<file path="src/rtl/pwm_dac_pkg.sv">
package pwm_dac_pkg;

    // Period sequencer states
    typedef enum logic [0:0] {
        TB_RUN  = 1'b0,   // counting below the top value
        TB_LAST = 1'b1    // counter sits on the top value
    } tb_state_t;

    localparam int unsigned CTRL_ADDR = 3;

endpackage

</file>
<file path="src/rtl/pwm_regs.sv">
module pwm_regs
    import pwm_dac_pkg::*;
#(
    parameter int unsigned NUM_CH = 3,
    parameter int unsigned DUTY_W = 9,
    parameter int unsigned ADDR_W = 2
) (
    input  logic                             clk,
    input  logic                             rst_n,
    input  logic                             wr_en,
    input  logic [ADDR_W-1:0]                wr_addr,
    input  logic [DUTY_W-1:0]                wr_data,
    output logic [NUM_CH-1:0][DUTY_W-1:0]    duty_pend,
    output logic [NUM_CH-1:0]                pwm_en,
    output logic                             res9,
    output logic [NUM_CH-1:0]                port_bits
);

    // Control field positions: enables, resolution bit, then port bits.
    // The fields need 2*NUM_CH+1 data bits, which DUTY_W must cover.
    localparam int unsigned RES_BIT  = NUM_CH;
    localparam int unsigned PORT_LSB = NUM_CH + 1;

    logic ctrl_we;
    assign ctrl_we = wr_en && (wr_addr == ADDR_W'(CTRL_ADDR));

    for (genvar g = 0; g < NUM_CH; g++) begin : g_duty
        logic duty_we;
        assign duty_we = wr_en && (wr_addr == ADDR_W'(g));

        always_ff @(posedge clk or negedge rst_n) begin
            if (!rst_n) begin
                duty_pend[g] <= '0;
            end else if (duty_we) begin
                duty_pend[g] <= wr_data;
            end
        end
    end

    always_ff @(posedge clk or negedge rst_n) begin
        if (!rst_n) begin
            pwm_en    <= '0;
            res9      <= 1'b0;
            port_bits <= '0;
        end else if (ctrl_we) begin
            pwm_en    <= wr_data[NUM_CH-1:0];
            res9      <= wr_data[RES_BIT];
            port_bits <= wr_data[PORT_LSB +: NUM_CH];
        end
    end

endmodule

</file>
<file path="src/rtl/pwm_timebase.sv">
module pwm_timebase
    import pwm_dac_pkg::*;
#(
    parameter int unsigned CNT_W    = 9,
    parameter int unsigned RATE_DIV = 10
) (
    input  logic             clk,
    input  logic             rst_n,
    input  logic             tick,
    input  logic             rate_slow,
    input  logic             res9,
    output logic [CNT_W-1:0] cnt,
    output logic             load,
    output logic             res_q
);

    localparam int unsigned PRE_W    = (RATE_DIV > 1) ? $clog2(RATE_DIV) : 1;
    localparam logic [PRE_W-1:0] PRE_LAST = PRE_W'(RATE_DIV - 1);
    localparam logic [CNT_W-1:0] TOP_LO   = CNT_W'((1 << (CNT_W - 1)) - 1);
    localparam logic [CNT_W-1:0] TOP_HI   = {CNT_W{1'b1}};

    tb_state_t        state, state_nxt;
    logic [PRE_W-1:0] pre;
    logic             step;
    logic             restart;
    logic [CNT_W-1:0] top;
    logic [CNT_W-1:0] cnt_inc;
    logic [CNT_W-1:0] cnt_nxt;

    // Prescaler for the slow rate
    always_ff @(posedge clk or negedge rst_n) begin
        if (!rst_n) begin
            pre <= '0;
        end else if (tick) begin
            pre <= (pre == PRE_LAST) ? '0 : pre + 1'b1;
        end
    end

    assign step    = tick && (!rate_slow || (pre == PRE_LAST));
    assign restart = (res9 != res_q);
    assign top     = res_q ? TOP_HI : TOP_LO;
    assign cnt_inc = cnt + 1'b1;

    // State register
    always_ff @(posedge clk or negedge rst_n) begin
        if (!rst_n) begin
            state <= TB_RUN;
            cnt   <= '0;
            res_q <= 1'b0;
        end else begin
            state <= state_nxt;
            cnt   <= cnt_nxt;
            res_q <= res9;
        end
    end

    // Transitions and outputs
    always_comb begin
        state_nxt = state;
        cnt_nxt   = cnt;
        load      = 1'b0;
        if (restart) begin
            // RESTART
            state_nxt = TB_RUN;
            cnt_nxt   = '0;
            load      = 1'b1;
        end else begin
            unique case (state)
                TB_RUN: begin
                    if (step) begin
                        cnt_nxt = cnt_inc;
                        if (cnt_inc == top) begin
                            state_nxt = TB_LAST;   // STEP_TO_TOP
                        end
                    end
                end
                TB_LAST: begin
                    if (step) begin
                        state_nxt = TB_RUN;        // WRAP
                        cnt_nxt   = '0;
                        load      = 1'b1;
                    end
                end
                default: begin
                    state_nxt = TB_RUN;
                    cnt_nxt   = '0;
                end
            endcase
        end
    end

endmodule

</file>
<file path="src/rtl/pwm_channel.sv">
module pwm_channel #(
    parameter int unsigned DUTY_W = 9,
    parameter int unsigned CNT_W  = 9
) (
    input  logic              clk,
    input  logic              rst_n,
    input  logic [CNT_W-1:0]  cnt,
    input  logic              res9,
    input  logic              load,
    input  logic [DUTY_W-1:0] duty_pend,
    input  logic              pwm_en,
    input  logic              port_bit,
    output logic [DUTY_W-1:0] duty_act,
    output logic              pin
);

    logic cmp_hi;

    // Active duty value only changes on a period boundary or restart
    always_ff @(posedge clk or negedge rst_n) begin
        if (!rst_n) begin
            duty_act <= '0;
        end else if (load) begin
            duty_act <= duty_pend;
        end
    end

    // Compare with full width in 9-bit mode, drop the top bit in 8-bit mode
    always_comb begin
        if (res9) begin
            cmp_hi = (DUTY_W'(cnt) < duty_act);
        end else begin
            cmp_hi = (cnt[CNT_W-2:0] < duty_act[DUTY_W-2:0]);
        end
    end

    always_ff @(posedge clk or negedge rst_n) begin
        if (!rst_n) begin
            pin <= 1'b0;
        end else begin
            pin <= pwm_en ? cmp_hi : port_bit;
        end
    end

endmodule

</file>
<file path="src/rtl/pwm_dac3.sv">
module pwm_dac3 #(
    parameter int unsigned NUM_CH   = 3,
    parameter int unsigned CNT_W    = 9,
    parameter int unsigned RATE_DIV = 10,
    parameter int unsigned ADDR_W   = 2
) (
    input  logic              clk,
    input  logic              rst_n,
    input  logic              tick,
    input  logic              rate_slow,
    input  logic              wr_en,
    input  logic [ADDR_W-1:0] wr_addr,
    input  logic [CNT_W-1:0]  wr_data,
    output logic [NUM_CH-1:0] pwm_out
);

    localparam int unsigned DUTY_W = CNT_W;

    logic [NUM_CH-1:0][DUTY_W-1:0] duty_pend;
    logic [NUM_CH-1:0][DUTY_W-1:0] duty_act;
    logic [NUM_CH-1:0]             pwm_en;
    logic [NUM_CH-1:0]             port_bits;
    logic                          res9;
    logic                          res_q;
    logic [CNT_W-1:0]              cnt;
    logic                          load;

    pwm_regs #(
        .NUM_CH (NUM_CH),
        .DUTY_W (DUTY_W),
        .ADDR_W (ADDR_W)
    ) u_regs (
        .clk       (clk),
        .rst_n     (rst_n),
        .wr_en     (wr_en),
        .wr_addr   (wr_addr),
        .wr_data   (wr_data),
        .duty_pend (duty_pend),
        .pwm_en    (pwm_en),
        .res9      (res9),
        .port_bits (port_bits)
    );

    pwm_timebase #(
        .CNT_W    (CNT_W),
        .RATE_DIV (RATE_DIV)
    ) u_tb (
        .clk       (clk),
        .rst_n     (rst_n),
        .tick      (tick),
        .rate_slow (rate_slow),
        .res9      (res9),
        .cnt       (cnt),
        .load      (load),
        .res_q     (res_q)
    );

    for (genvar g = 0; g < NUM_CH; g++) begin : g_ch
        pwm_channel #(
            .DUTY_W (DUTY_W),
            .CNT_W  (CNT_W)
        ) u_ch (
            .clk       (clk),
            .rst_n     (rst_n),
            .cnt       (cnt),
            .res9      (res_q),
            .load      (load),
            .duty_pend (duty_pend[g]),
            .pwm_en    (pwm_en[g]),
            .port_bit  (port_bits[g]),
            .duty_act  (duty_act[g]),
            .pin       (pwm_out[g])
        );
    end

endmodule

</file>
<file path="config.mk">
export PLATFORM = sky130hd
export DESIGN_NAME = pwm_dac3
export DESIGN_NICKNAME = d
export VERILOG_FILES = /design/src/rtl/pwm_dac_pkg.sv /design/src/rtl/pwm_regs.sv /design/src/rtl/pwm_timebase.sv /design/src/rtl/pwm_channel.sv /design/src/rtl/pwm_dac3.sv
export SDC_FILE = /design/constraint.sdc
export NUM_CORES = 1
export LEC_CHECK = 0
export BUFFER_PORTS_ARGS = -buffer_cell sky130_fd_sc_hd__buf_2
export CORE_MARGIN = 1.5
export CORE_UTILIZATION = 60
export DETAILED_ROUTE_END_ITERATION = 12
export GPL_ROUTABILITY_DRIVEN = 0
export GPL_TIMING_DRIVEN = 0
export PLACE_DENSITY = 0.74
export SETUP_SLACK_MARGIN = 0.1
export SYNTH_ARGS = -nofsm -noshare
export SYNTH_HDL_FRONTEND = slang
export SYNTH_SLANG_ARGS = --single-unit
</file>
<file path="constraint.sdc">
create_clock -name clk -period 2.9 [get_ports clk]
set_clock_uncertainty 0.1 [all_clocks]
set_input_delay 0.435 -clock clk [delete_from_list [all_inputs] [get_ports clk]]
set_output_delay 0.435 -clock clk [all_outputs]
set_load 0.02 [all_outputs]
</file>
==> results of run 1 <==
[synth_stat cells, types with 6 or more instances]
library cell | instances | share of area, %
sky130_fd_sc_hd__ha_1 | 26 | 8.1
sky130_fd_sc_hd__a21oi_1 | 9 | 1.1
sky130_fd_sc_hd__nand2_1 | 37 | 3.5
sky130_fd_sc_hd__mux2_2 | 37 | 10
sky130_fd_sc_hd__dfrtp_1 | 79 | 49
sky130_fd_sc_hd__nand3_1 | 7 | 0.87
sky130_fd_sc_hd__inv_1 | 32 | 3.0
sky130_fd_sc_hd__a21o_1 | 6 | 1.1
sky130_fd_sc_hd__o21ai_0 | 45 | 5.6
sky130_fd_sc_hd__nor2_1 | 15 | 1.4
[cell type report]
type,count,area (um^2),area share (%)
clock inverters,3,17.5,0.396
plain buffers,15,100,2.26
multi-input cells,249,1830,41.3
well taps,77,96.3,2.18
inverters,32,120,2.71
clock buffers,13,159,3.59
flip-flops and latches,79,1980,44.7
repair buffers,20,130,2.94
[per-stage QoR]
step | power (mW) | hold slack, ns | cells | worst slack, ns
6_report | 3.51 | 0.230 | 488 | 0.723
5_1_grt | 3.75 | 0.224 | 488 | 0.565
4_1_cts | 3.53 | 0.220 | 488 | 0.770
3_5_place_dp | 2.78 | 0.231 | 471 | 0.790
3_3_place_gp | 2.71 | 0.346 | 470 | 0.754
2_1_floorplan | 2.44 | 0.0394 | 375 | 1.05
[placed cells by master, fill, tap and decap left out, drive strengths merged, types with 6 or more instances in the layout]
cell	Yosys	layout
dfrtp	79	79
o21ai	46	46
nand2	37	37
mux2	37	37
inv	32	32
buf	12	31
ha	26	26
clkbuf	3	16
nor2	15	15
a21oi	10	10
nand3	7	7
a21o	6	6
[worst max-delay path, stage by stage, from the launching register on]
cell and delay (ns):
sky130_fd_sc_hd__dfrtp_1 0.58, sky130_fd_sc_hd__ha_1 0.22, sky130_fd_sc_hd__clkbuf_1 0.33, sky130_fd_sc_hd__a21oi_1 0.10, sky130_fd_sc_hd__a21bo_2 0.24, sky130_fd_sc_hd__a22oi_1 0.19
sky130_fd_sc_hd__nor3_1 0.10, sky130_fd_sc_hd__a2bb2o_4 0.22
[how the worst max path moves through the flow]
stage                     slack, ns  cells past startpoint        start                        to
final                          0.72                      7  u_tb.cnt[1]                u_tb.state
after global routing           0.56                      7  u_tb.cnt[1]                u_tb.state
after CTS                      0.77                      7  u_tb.cnt[1]                u_tb.state
after detailed placement       0.79                      7  u_tb.cnt[1]                u_tb.state
after global placement         0.75                      1        rst_n  g_ch[0].u_ch.duty_act[0]
after floorplan                1.05                      7  u_tb.cnt[1]                u_tb.state
[cells by family after synthesis]
family	after synthesis	share of synthesized area (%)
xor gates and xnor gates	7	1.52
AOI/OAI and AO/OA	90	14.2
buffers and inverters	47	5.47
adders and majority gates	26	8.08
and+or+nand+nor	87	10.7
DFF	79	49.1
muxes	39	10.9
[sequential cells by signal (all words and copies together), names as in the netlist, 3 cells and up]
| name | flops |
|---|---|
| g_ch.u_ch.duty_act | 27 |
| u_regs.duty_pend | 27 |
| u_tb.cnt | 9 |
| u_tb.pre | 4 |
| g_ch.u_ch.pin | 3 |
| u_regs.port_bits | 3 |
| u_regs.pwm_en | 3 |
[metal layers]
layer | track usage, % | vias to the layer above
li1 | - | 1382
met1 | 35.8 | 1398
met2 | 40.8 | 68
met3 | 5.35 | 14
met4 | 11.0 | 0
met5 | 0 | -
[power by group]
part | internal [mW] | leakage [nW] | switching [mW]
registers | 1.43 | 0.962 | 0.159
clock network | 0.356 | 0.0894 | 0.382
logic | 0.527 | 1.02 | 0.655
total | 2.31 | 2.07 | 1.20
==> impl_table.tex, run 1 <==
\begin{tabular}{lr}
\hline
Metric & Value \\
\hline
\multicolumn{2}{l}{\textbf{Floorplanning}} \\
\quad Starting Density & 62.7\% \\
\quad \# rows & 29 \\
\quad Area enclosed by the die boundary & 7210 um\^{}2 \\
\quad Core region area & 6420 um\^{}2 \\
\quad Ports placed on the boundary & 19 \\
\quad Width of the die & 84.9 um \\
\quad Die height & 84.9 um \\
\multicolumn{2}{l}{\textbf{Setup path}} \\
\quad R2r startpoint & u\_tb.cnt[1] \\
\quad Data required time of the worst path & 3.04 ns \\
\quad Worst Reg2Reg Path Length in Cells & 7 \\
\quad Maximum fanout encountered on the critical timing path & 10 \\
\quad Category of the most critical setup path & flip-flop to flip-flop \\
\quad Capturing point of the worst reg2reg path & u\_tb.state \\
\quad Startpoint class of the critical path & flip-flop \\
\quad CP Data Arrival Time & 2.32 ns \\
\quad Worst setup EP type & flip-flop \\
\quad Flop2flop setup slack & 0.72 ns \\
\multicolumn{2}{l}{\textbf{Worst hold path}} \\
\quad Cell count of the worst hold path & 2 \\
\quad Beginning of the worst hold path & tick \\
\quad Worst Hold End & u\_tb.pre[0] \\
\quad Path type of the worst min-delay path & primary input to flip-flop \\
\multicolumn{2}{l}{\textbf{Route}} \\
\quad Routed wire length & 8490 um \\
\quad Post-route DRC violation count & 2 \\
\quad Drt wl/cell & 17.4 um \\
\quad Vias per Instance & 5.86 \\
\quad Post-route antenna net violation count & 0 \\
\quad Wire length the detailed router placed on met1 & 3890 um \\
\quad Detailed route wirelength on metal2 & 3970 um \\
\quad Detailed-router iteration count before antenna repair & 8 \\
\quad Total vias in the final route & 2,862 \\
\quad Top Layer Used & met4 \\
\quad Routed length on met3 & 482 um \\
\quad Count of routing violations after the opening detailed-route iteration & 219 \\
\multicolumn{2}{l}{\textbf{Clock network}} \\
\quad Clock transition at the registers of the reported paths & 0.08 ns \\
\quad Count of clock tree sinks & 79 \\
\quad Deepest clock path buffer count & 2 \\
\quad Total clock buffers created by CTS & 9 \\
\quad Post\_cts resized & 0 \\
\quad Setup repair bufs after CTS & 0 \\
\quad Count of H-tree levels built during CTS & 3 \\
\quad CTS tree & yes \\
\quad Hold-fix buffers, CTS & 1 \\
\quad Clock insertion delay at the later pin of the skew report & 0.35 ns \\
\quad Root Buffer Master & sky130\_fd\_sc\_hd\_\_clkbuf\_8 \\
\multicolumn{2}{l}{\textbf{Layout}} \\
\quad Proportion of layout cells with a drive suffix above 1 & 21.4\% \\
\quad Final Util & 68.9\% \\
\quad Fillers & 501 \\
\quad Number of nets in the layout & 448 \\
\quad Post-route cell area & 4430 um\^{}2 \\
\quad Synth-to-layout area growth & 10.0\% \\
\quad Number of inserted diodes & 0 \\
\multicolumn{2}{l}{\textbf{Global routing}} \\
\quad Global route total overflow & 0 \\
\quad Wire length of the first global-routing pass & 14,000 um \\
\quad GR Util All Layers & 26.1\% \\
\quad Pin count of the biggest net entering global routing & 63 \\
\quad Number of antenna violations at the first check in global routing & 0 \\
\quad Via count of the first global-routing pass & 2,841 \\
\multicolumn{2}{l}{\textbf{Logic synthesis}} \\
\quad EDFF count, synth & 0 \\
\quad Number of register bits inferred by synthesis & 79 \\
\quad Synthesis warning total & 0 \\
\quad Ys flop type & sky130\_fd\_sc\_hd\_\_dfrtp\_1 \\
\quad Number of unique standard cell types used by synthesis & 49 \\
\quad Gate count after technology mapping & 375 \\
\quad Post-synthesis async set-or-reset flop share & 100\% \\
\quad Cell area after synthesis & 4020 um\^{}2 \\
\quad Sequential share of the synthesized area & 49.1\% \\
\quad Post-Synthesis Mean Instance Area & 10.7 um\^{}2 \\
\quad Net Count, Synth & 417 \\
\multicolumn{2}{l}{\textbf{Pwr}} \\
\quad Peak VDD IR & 0.484 mV \\
\quad Total power per unit cell area & 792 nW/um\^{}2 \\
\quad Leakage power total & 2.07 nW \\
\multicolumn{2}{l}{\textbf{Placement}} \\
\quad Post-placement cell area & 4240 um\^{}2 \\
\quad Total half-perimeter wirelength after legalization and detailed placement & 6070 um \\
\quad Number of buffers inserted by port buffering & 18 \\
\multicolumn{2}{l}{\textbf{Timing}} \\
\quad Normalized max-slew margin & 58.9\% \\
\quad Post-layout min period & 2.18 ns \\
\quad Achievable clock frequency & 459 MHz \\
\quad Final Max Tran Viols & 0 \\
\quad Unrepaired setup endpoints after global routing & false \\
\quad Final cycle utilization of the critical path & 75.1\% \\
\quad Number of endpoints with negative hold slack in the final report & 0 \\
\quad Number of setup violations in the final report & 0 \\
\quad Tightest Pin Transition & 0.601 ns \\
\quad Setup TNS & 0 ns \\
\multicolumn{2}{l}{\textbf{Flow run}} \\
\quad Number of violations of the max-capacitance limit & 0 \\
\multicolumn{2}{l}{\textbf{Status}} \\
\quad Violated checks & design-rule violations \\
\quad Status & finished, violations left \\
\hline
\end{tabular}
No activity file was read; power rests on OpenSTA's default activity.
==> inputs of run 2 (changes only) <==
clock period = 2.26 ns   (was 2.9 ns; I/O delays follow)
==> impl_table.tex, run 2 (synthesis gave the netlist of run 1 again) <==
\begin{tabular}{lr}
\hline
Metric & Value \\
\hline
\multicolumn{2}{l}{\textbf{Timing}} \\
\quad Setup TNS & 0 ns \\
\quad Number of endpoints with negative hold slack in the final report & 0 \\
\quad Tightest Pin Transition & 0.597 ns \\
\quad Fin worst setup slack & 0.212 ns \\
\quad Final Max Tran Viols & 0 \\
\quad Post-layout min period & 2.05 ns \\
\quad Number of setup violations in the final report & 0 \\
\quad Normalized max-slew margin & 60.2\% \\
\quad Final cycle utilization of the critical path & 90.6\% \\
\quad Minimum hold slack & 0.135 ns \\
\quad Achievable clock frequency & 488 MHz \\
\quad Unrepaired setup endpoints after global routing & true \\
\multicolumn{2}{l}{\textbf{Clock network}} \\
\quad CTS tree & yes \\
\quad Root Buffer Master & sky130\_fd\_sc\_hd\_\_clkbuf\_8 \\
\quad Total clock buffers created by CTS & 9 \\
\quad Setup repair bufs after CTS & 0 \\
\quad Clock insertion delay at the later pin of the skew report & 0.35 ns \\
\quad Clock transition at the registers of the reported paths & 0.08 ns \\
\quad Count of H-tree levels built during CTS & 3 \\
\quad Deepest clock path buffer count & 2 \\
\quad Count of clock tree sinks & 79 \\
\multicolumn{2}{l}{\textbf{Global routing}} \\
\quad Via count of the first global-routing pass & 2,841 \\
\quad GR Util All Layers & 26.1\% \\
\quad Wire length of the first global-routing pass & 14,000 um \\
\quad Pin count of the biggest net entering global routing & 63 \\
\quad Global route total overflow & 0 \\
\quad Number of antenna violations at the first check in global routing & 0 \\
\multicolumn{2}{l}{\textbf{Floorplanning}} \\
\quad Width of the die & 84.9 um \\
\quad Ports placed on the boundary & 19 \\
\quad Starting Density & 62.7\% \\
\quad Die height & 84.9 um \\
\quad Area enclosed by the die boundary & 7210 um\^{}2 \\
\quad \# rows & 29 \\
\quad Core region area & 6420 um\^{}2 \\
\multicolumn{2}{l}{\textbf{Setup path}} \\
\quad CP Data Arrival Time & 2.19 ns \\
\quad Data required time of the worst path & 2.40 ns \\
\quad Slowest stage cell on the critical path & sky130\_fd\_sc\_hd\_\_dfrtp\_2 \\
\quad Worst Reg2Reg Path Length in Cells & 7 \\
\quad Startpoint class of the critical path & flip-flop \\
\quad Capturing point of the worst reg2reg path & u\_tb.state \\
\quad Category of the most critical setup path & flip-flop to flip-flop \\
\quad Maximum fanout encountered on the critical timing path & 10 \\
\quad Series of cell instances along the critical path & ha\_1 -> buf\_1 -> a21oi\_1 -> a21bo\_2 -> a22oi\_1 -> nor3\_1 -> a2bb2o\_4 \\
\quad Crit path largest cell delay & 0.48 ns \\
\quad Flop2flop setup slack & 0.21 ns \\
\quad Worst setup EP type & flip-flop \\
\quad R2r startpoint & u\_tb.cnt[1] \\
\multicolumn{2}{l}{\textbf{Pwr}} \\
\quad Total power per unit cell area & 1020 nW/um\^{}2 \\
\quad Leakage power total & 2.06 nW \\
\quad Peak VDD IR & 0.621 mV \\
\quad Overall power consumption & 4.50 mW \\
\multicolumn{2}{l}{\textbf{Layout}} \\
\quad Biggest regs & g\_ch.u\_ch.duty\_act (27), u\_regs.duty\_pend (27), u\_tb.cnt (9) \\
\quad Proportion of layout cells with a drive suffix above 1 & 21.9\% \\
\quad Leading cell type in the layout, fill and taps excluded & sky130\_fd\_sc\_hd\_\_dfrtp\_1 \\
\quad Number of inserted diodes & 0 \\
\quad Synth-to-layout area growth & 10.1\% \\
\quad Most frequent cells in the layout & sky130\_fd\_sc\_hd\_\_dfrtp\_1, sky130\_fd\_sc\_hd\_\_o21ai\_0, sky130\_fd\_sc\_hd\_\_nand2\_1, sky130\_fd\_sc\_hd\_\_mux2\_2, sky130\_fd\_sc\_hd\_\_inv\_1 \\
\quad Number of nets in the layout & 448 \\
\quad Post-route cell area & 4430 um\^{}2 \\
\multicolumn{2}{l}{\textbf{Status}} \\
\quad Violated checks & design-rule violations \\
\quad Status & finished, violations left \\
\multicolumn{2}{l}{\textbf{Placement}} \\
\quad Number of buffers inserted by port buffering & 18 \\
\quad Post-placement cell area & 4240 um\^{}2 \\
\quad Pre-CTS setup slack & 0.150 ns \\
\quad Total half-perimeter wirelength after legalization and detailed placement & 6070 um \\
\multicolumn{2}{l}{\textbf{Route}} \\
\quad Drt wl/cell & 17.4 um \\
\quad Detailed-router iteration count before antenna repair & 8 \\
\quad Count of routing violations after the opening detailed-route iteration & 184 \\
\quad Vias per Instance & 5.90 \\
\quad Total vias in the final route & 2,877 \\
\quad Post-route antenna net violation count & 0 \\
\quad Post-route DRC violation count & 2 \\
\quad Routed wire length & 8510 um \\
\multicolumn{2}{l}{\textbf{Worst hold path}} \\
\quad Beginning of the worst hold path & tick \\
\quad Path type of the worst min-delay path & primary input to flip-flop \\
\quad Worst Hold End & u\_tb.pre[0] \\
\quad Cell count of the worst hold path & 2 \\
\multicolumn{2}{l}{\textbf{Flow run}} \\
\quad Number of violations of the max-capacitance limit & 0 \\
\hline
\end{tabular}
-- run 2: worst max-delay path by stage --
stage / startpoint / end / slack [ns]
after global routing: u_tb.cnt[1] / u_tb.state / 0.08
after floorplan: u_tb.cnt[1] / u_tb.state / 0.41
after global placement: u_tb.cnt[1] / u_tb.state / 0.17
after CTS: u_tb.cnt[1] / u_tb.state / 0.13
final: u_tb.cnt[1] / u_tb.state / 0.21
after detailed placement: u_tb.cnt[1] / u_tb.state / 0.15
-- run 2: per-layer routing --
layer | routed length, um | GRT usage, %
met1 | 3840 | 35.8
met3 | 537 | 5.35
met5 | 0 | 0
met2 | 3900 | 40.8
met4 | 229 | 11.0
-- run 2: worst max-delay path: cells and delay by family (launching register included) --
kind                       cells  cell delay, ns
buffers and inverters          1            0.34
and+or+nand+nor                1            0.10
AOI/OAI and AO/OA              4            0.74
adders and majority gates      1            0.18
DFF                            1            0.48
-- run 2: layout make-up --
class | instances | area, um^2
timing repair buffer | 20 | 130
clock buffer | 13 | 159
multi-input combinational | 249 | 1830
buffer | 15 | 100
clock inverter | 3 | 17.5
tap | 77 | 96.3
fill | 502 | 1990
inverter | 32 | 120
sequential | 79 | 1980
-- run 2: where the power goes --
group          total [mW]  switching, mW  leakage, nW  internal (mW)
combinational        1.52          0.843         1.02          0.676
sequential           2.04          0.203        0.959           1.83
clock               0.947          0.490       0.0894          0.456
-- run 2: per-stage QoR --
stage,utilization (%),cells
after floorplan,-,375
after global placement,65.6,470
after detailed placement,66.0,471
after CTS,68.9,488
after global routing,69.0,488
final,69.0,488
-- run 2: what timing repair did --
| item | in CTS | in global routing |
|---|---|---|
| gates resized for setup | 0 | 4 |
| endpoints found under the setup margin | 0 | 5 |
| hold endpoints to repair | 17 | 0 |
| hold buffers | 1 | 0 |
==> inputs of run 3 (changes only) <==
ABC_AREA = 1   (was default)
PLACE_DENSITY = 0.79   (was 0.74)
==> impl_table.tex, run 3 <==
\begin{tabular}{lr}
\hline
Metric & Value \\
\hline
\multicolumn{2}{l}{\textbf{Timing}} \\
\quad Fin worst setup slack & 0.382 ns \\
\quad Number of setup violations in the final report & 0 \\
\quad Final Max Tran Viols & 0 \\
\quad Achievable clock frequency & 533 MHz \\
\quad Normalized max-slew margin & 71.8\% \\
\quad Post-layout min period & 1.88 ns \\
\quad Final cycle utilization of the critical path & 83.1\% \\
\quad Unrepaired setup endpoints after global routing & false \\
\quad Setup TNS & 0 ns \\
\quad Tightest Pin Transition & 0.424 ns \\
\quad Number of endpoints with negative hold slack in the final report & 0 \\
\multicolumn{2}{l}{\textbf{Setup path}} \\
\quad Maximum fanout encountered on the critical timing path & 9 \\
\quad Category of the most critical setup path & flip-flop to flip-flop \\
\quad R2r startpoint & u\_tb.cnt[1] \\
\quad Data required time of the worst path & 2.45 ns \\
\quad Startpoint class of the critical path & flip-flop \\
\quad Launch point of the critical path & u\_tb.cnt[1] \\
\quad CP Data Arrival Time & 2.07 ns \\
\quad Worst setup EP type & flip-flop \\
\multicolumn{2}{l}{\textbf{Pwr}} \\
\quad Total power per unit cell area & 1010 nW/um\^{}2 \\
\quad Leakage power total & 2.31 nW \\
\quad Peak VDD IR & 0.593 mV \\
\multicolumn{2}{l}{\textbf{Route}} \\
\quad Count of routing violations after the opening detailed-route iteration & 236 \\
\quad Detailed-router iteration count before antenna repair & 7 \\
\quad Routed wire length & 9200 um \\
\quad Vias per Instance & 5.29 \\
\quad Post-route antenna net violation count & 0 \\
\quad Total vias in the final route & 3,242 \\
\quad Drt wl/cell & 15.0 um \\
\quad Post-route DRC violation count & 0 \\
\multicolumn{2}{l}{\textbf{Logic synthesis}} \\
\quad Most area-consuming cells after synthesis & sky130\_fd\_sc\_hd\_\_dfrtp\_1, sky130\_fd\_sc\_hd\_\_nand2\_1, sky130\_fd\_sc\_hd\_\_ha\_1 \\
\quad Number of unique standard cell types used by synthesis & 30 \\
\quad Yosys top cell area share & 46.3\% \\
\quad Most numerous cell in the Yosys netlist & sky130\_fd\_sc\_hd\_\_nand2\_1 \\
\quad Commonest cells in the synthesized netlist & sky130\_fd\_sc\_hd\_\_nand2\_1, sky130\_fd\_sc\_hd\_\_dfrtp\_1, sky130\_fd\_sc\_hd\_\_inv\_1, sky130\_fd\_sc\_hd\_\_o21ai\_0, sky130\_fd\_sc\_hd\_\_nand2\_2 \\
\quad Post-synthesis async set-or-reset flop share & 100\% \\
\quad EDFF count, synth & 0 \\
\quad Gate count after technology mapping & 481 \\
\quad Net Count, Synth & 523 \\
\quad Cell area after synthesis & 4270 um\^{}2 \\
\quad Sequential share of the synthesized area & 46.3\% \\
\quad Synthesis warning total & 0 \\
\quad Ys flop type & sky130\_fd\_sc\_hd\_\_dfrtp\_1 \\
\quad Post-synth top area cell & sky130\_fd\_sc\_hd\_\_dfrtp\_1 \\
\quad Post-Synthesis Mean Instance Area & 8.87 um\^{}2 \\
\quad Number of register bits inferred by synthesis & 79 \\
\multicolumn{2}{l}{\textbf{Floorplanning}} \\
\quad Area enclosed by the die boundary & 7620 um\^{}2 \\
\quad Ports placed on the boundary & 19 \\
\quad Core region area & 6830 um\^{}2 \\
\quad Starting Density & 62.4\% \\
\quad Width of the die & 87.3 um \\
\quad Die height & 87.3 um \\
\quad \# rows & 30 \\
\multicolumn{2}{l}{\textbf{Clock network}} \\
\quad Root Buffer Master & sky130\_fd\_sc\_hd\_\_clkbuf\_8 \\
\quad Clock transition at the registers of the reported paths & 0.10 ns \\
\quad CTS tree & yes \\
\quad Post\_cts resized & 0 \\
\quad Total clock buffers created by CTS & 9 \\
\quad Deepest clock path buffer count & 2 \\
\quad Clock insertion delay at the later pin of the skew report & 0.36 ns \\
\quad Count of clock tree sinks & 79 \\
\quad Count of H-tree levels built during CTS & 3 \\
\multicolumn{2}{l}{\textbf{Global routing}} \\
\quad Global routing met3 resource utilization & 4.55\% \\
\quad GRT busiest layer & met2 \\
\quad Met1 Use GR & 37.2\% \\
\quad Via count of the first global-routing pass & 3,154 \\
\quad Pin count of the biggest net entering global routing & 51 \\
\quad Global route total overflow & 0 \\
\quad GR Util All Layers & 26.9\% \\
\quad Global-route met2 utilization & 43.4\% \\
\quad Number of antenna violations at the first check in global routing & 0 \\
\quad Wire length of the first global-routing pass & 15,400 um \\
\multicolumn{2}{l}{\textbf{Layout}} \\
\quad Biggest regs & g\_ch.u\_ch.duty\_act (27), u\_regs.duty\_pend (27), u\_tb.cnt (9) \\
\quad Leading cell type in the layout, fill and taps excluded & sky130\_fd\_sc\_hd\_\_nand2\_1 \\
\quad Post-route non-filler standard cell count & 613 \\
\quad Number of nets in the layout & 554 \\
\quad Most frequent cells in the layout & sky130\_fd\_sc\_hd\_\_nand2\_1, sky130\_fd\_sc\_hd\_\_dfrtp\_1, sky130\_fd\_sc\_hd\_\_inv\_1, sky130\_fd\_sc\_hd\_\_o21ai\_0, sky130\_fd\_sc\_hd\_\_nand2\_2 \\
\quad Number of inserted diodes & 0 \\
\quad Final Util & 68.7\% \\
\quad Synth-to-layout area growth & 10.1\% \\
\quad Proportion of layout cells with a drive suffix above 1 & 20.9\% \\
\multicolumn{2}{l}{\textbf{Placement}} \\
\quad Total half-perimeter wirelength after legalization and detailed placement & 6760 um \\
\quad Pre-CTS setup slack & 0.427 ns \\
\quad Number of buffers inserted by port buffering & 18 \\
\quad Cell count after placement & 596 \\
\multicolumn{2}{l}{\textbf{Flow run}} \\
\quad Number of violations of the max-capacitance limit & 0 \\
\multicolumn{2}{l}{\textbf{Status}} \\
\quad Status & complete, no violations \\
\multicolumn{2}{l}{\textbf{Worst hold path}} \\
\quad Beginning of the worst hold path & tick \\
\quad Path type of the worst min-delay path & primary input to flip-flop \\
\hline
\end{tabular}
## run 3: cell types whose count changed after synthesis, sizes merged, moves of 5 or more
| cell | change |
|---|---|
| nand3 | +13 |
| nand2b | -5 |
| a21o | -6 |
| nor2 | +8 |
| nand2 | +110 |
| a21oi | +14 |
| inv | +27 |
| o21ai | +21 |
| mux2 | -37 |
## run 3: path summary, 6_finish.rpt
path	end	slack, ns	cells after the start
worst max-delay path	u_tb.state	0.38	9
worst min-delay path	u_tb.pre[0]	0.1	2
worst max register to register	u_tb.state	0.38	9
worst min register to register	u_tb.pre[2]	0.37	1
max in group asynchronous	u_regs.duty_pend[21]	1.13	3
min in group asynchronous	g_ch[2].u_ch.duty_act[4]	0.35	2
## run 3: power by group
part	leakage [nW]	internal (mW)	switching, mW
Combinational	1.22	0.712	1.10
Sequential	1.00	1.77	0.190
Clock	0.0862	0.408	0.567
## run 3: cell families after synthesis
kind of cell	count (synthesis)	share of synthesized area [%]
compound gates	102	14.7
xor+xnor	5	1.20
fa+ha+maj	26	7.63
buf+inv	72	8.77
flops	79	46.3
simple gates	197	21.4
## run 3: metal layers
layer / routed length (um) / vias to the layer above
met1: 4220 / 1521
met4: 117 / 0
met2: 4480 / 91
met5: 0 / -
li1: - / 1618
met3: 381 / 12
## run 3: cell type report
type	instances	area, um^2
fillers	539	2140
flip-flops and latches	79	1980
multi-input cells	330	1910
inverters	59	234
plain buffers	13	140
repair buffers	20	130
clock buffers	9	124
well taps	96	120
clock inverters	7	55.1
## run 3: worst max-delay path, cell delays in order, from the launching register on
cell and delay [ns]:
sky130_fd_sc_hd__dfrtp_1 0.57, sky130_fd_sc_hd__ha_1 0.24, sky130_fd_sc_hd__nand2_1 0.13, sky130_fd_sc_hd__nor2_2 0.22, sky130_fd_sc_hd__nand3_1 0.10, sky130_fd_sc_hd__nand2_1 0.12, sky130_fd_sc_hd__nand3_1 0.07, sky130_fd_sc_hd__nor2_1 0.08
sky130_fd_sc_hd__nand2_1 0.06, sky130_fd_sc_hd__a21oi_2 0.12
## run 3: timing repair
item,4_1_cts,5_1_grt
hold endpoints to repair,29,0
hold buffers,1,0
buffers inserted,0,0
## run 3: through the flow
stage                     hold WS [ns]  area, um^2  power (mW)
after global routing            0.0873        4690        5.08
after CTS                       0.0912        4690        4.75
after floorplan                -0.0566        4270        3.37
after global placement           0.353        4480        3.69
final                           0.0987        4690        4.75
after detailed placement         0.198        4510        3.77
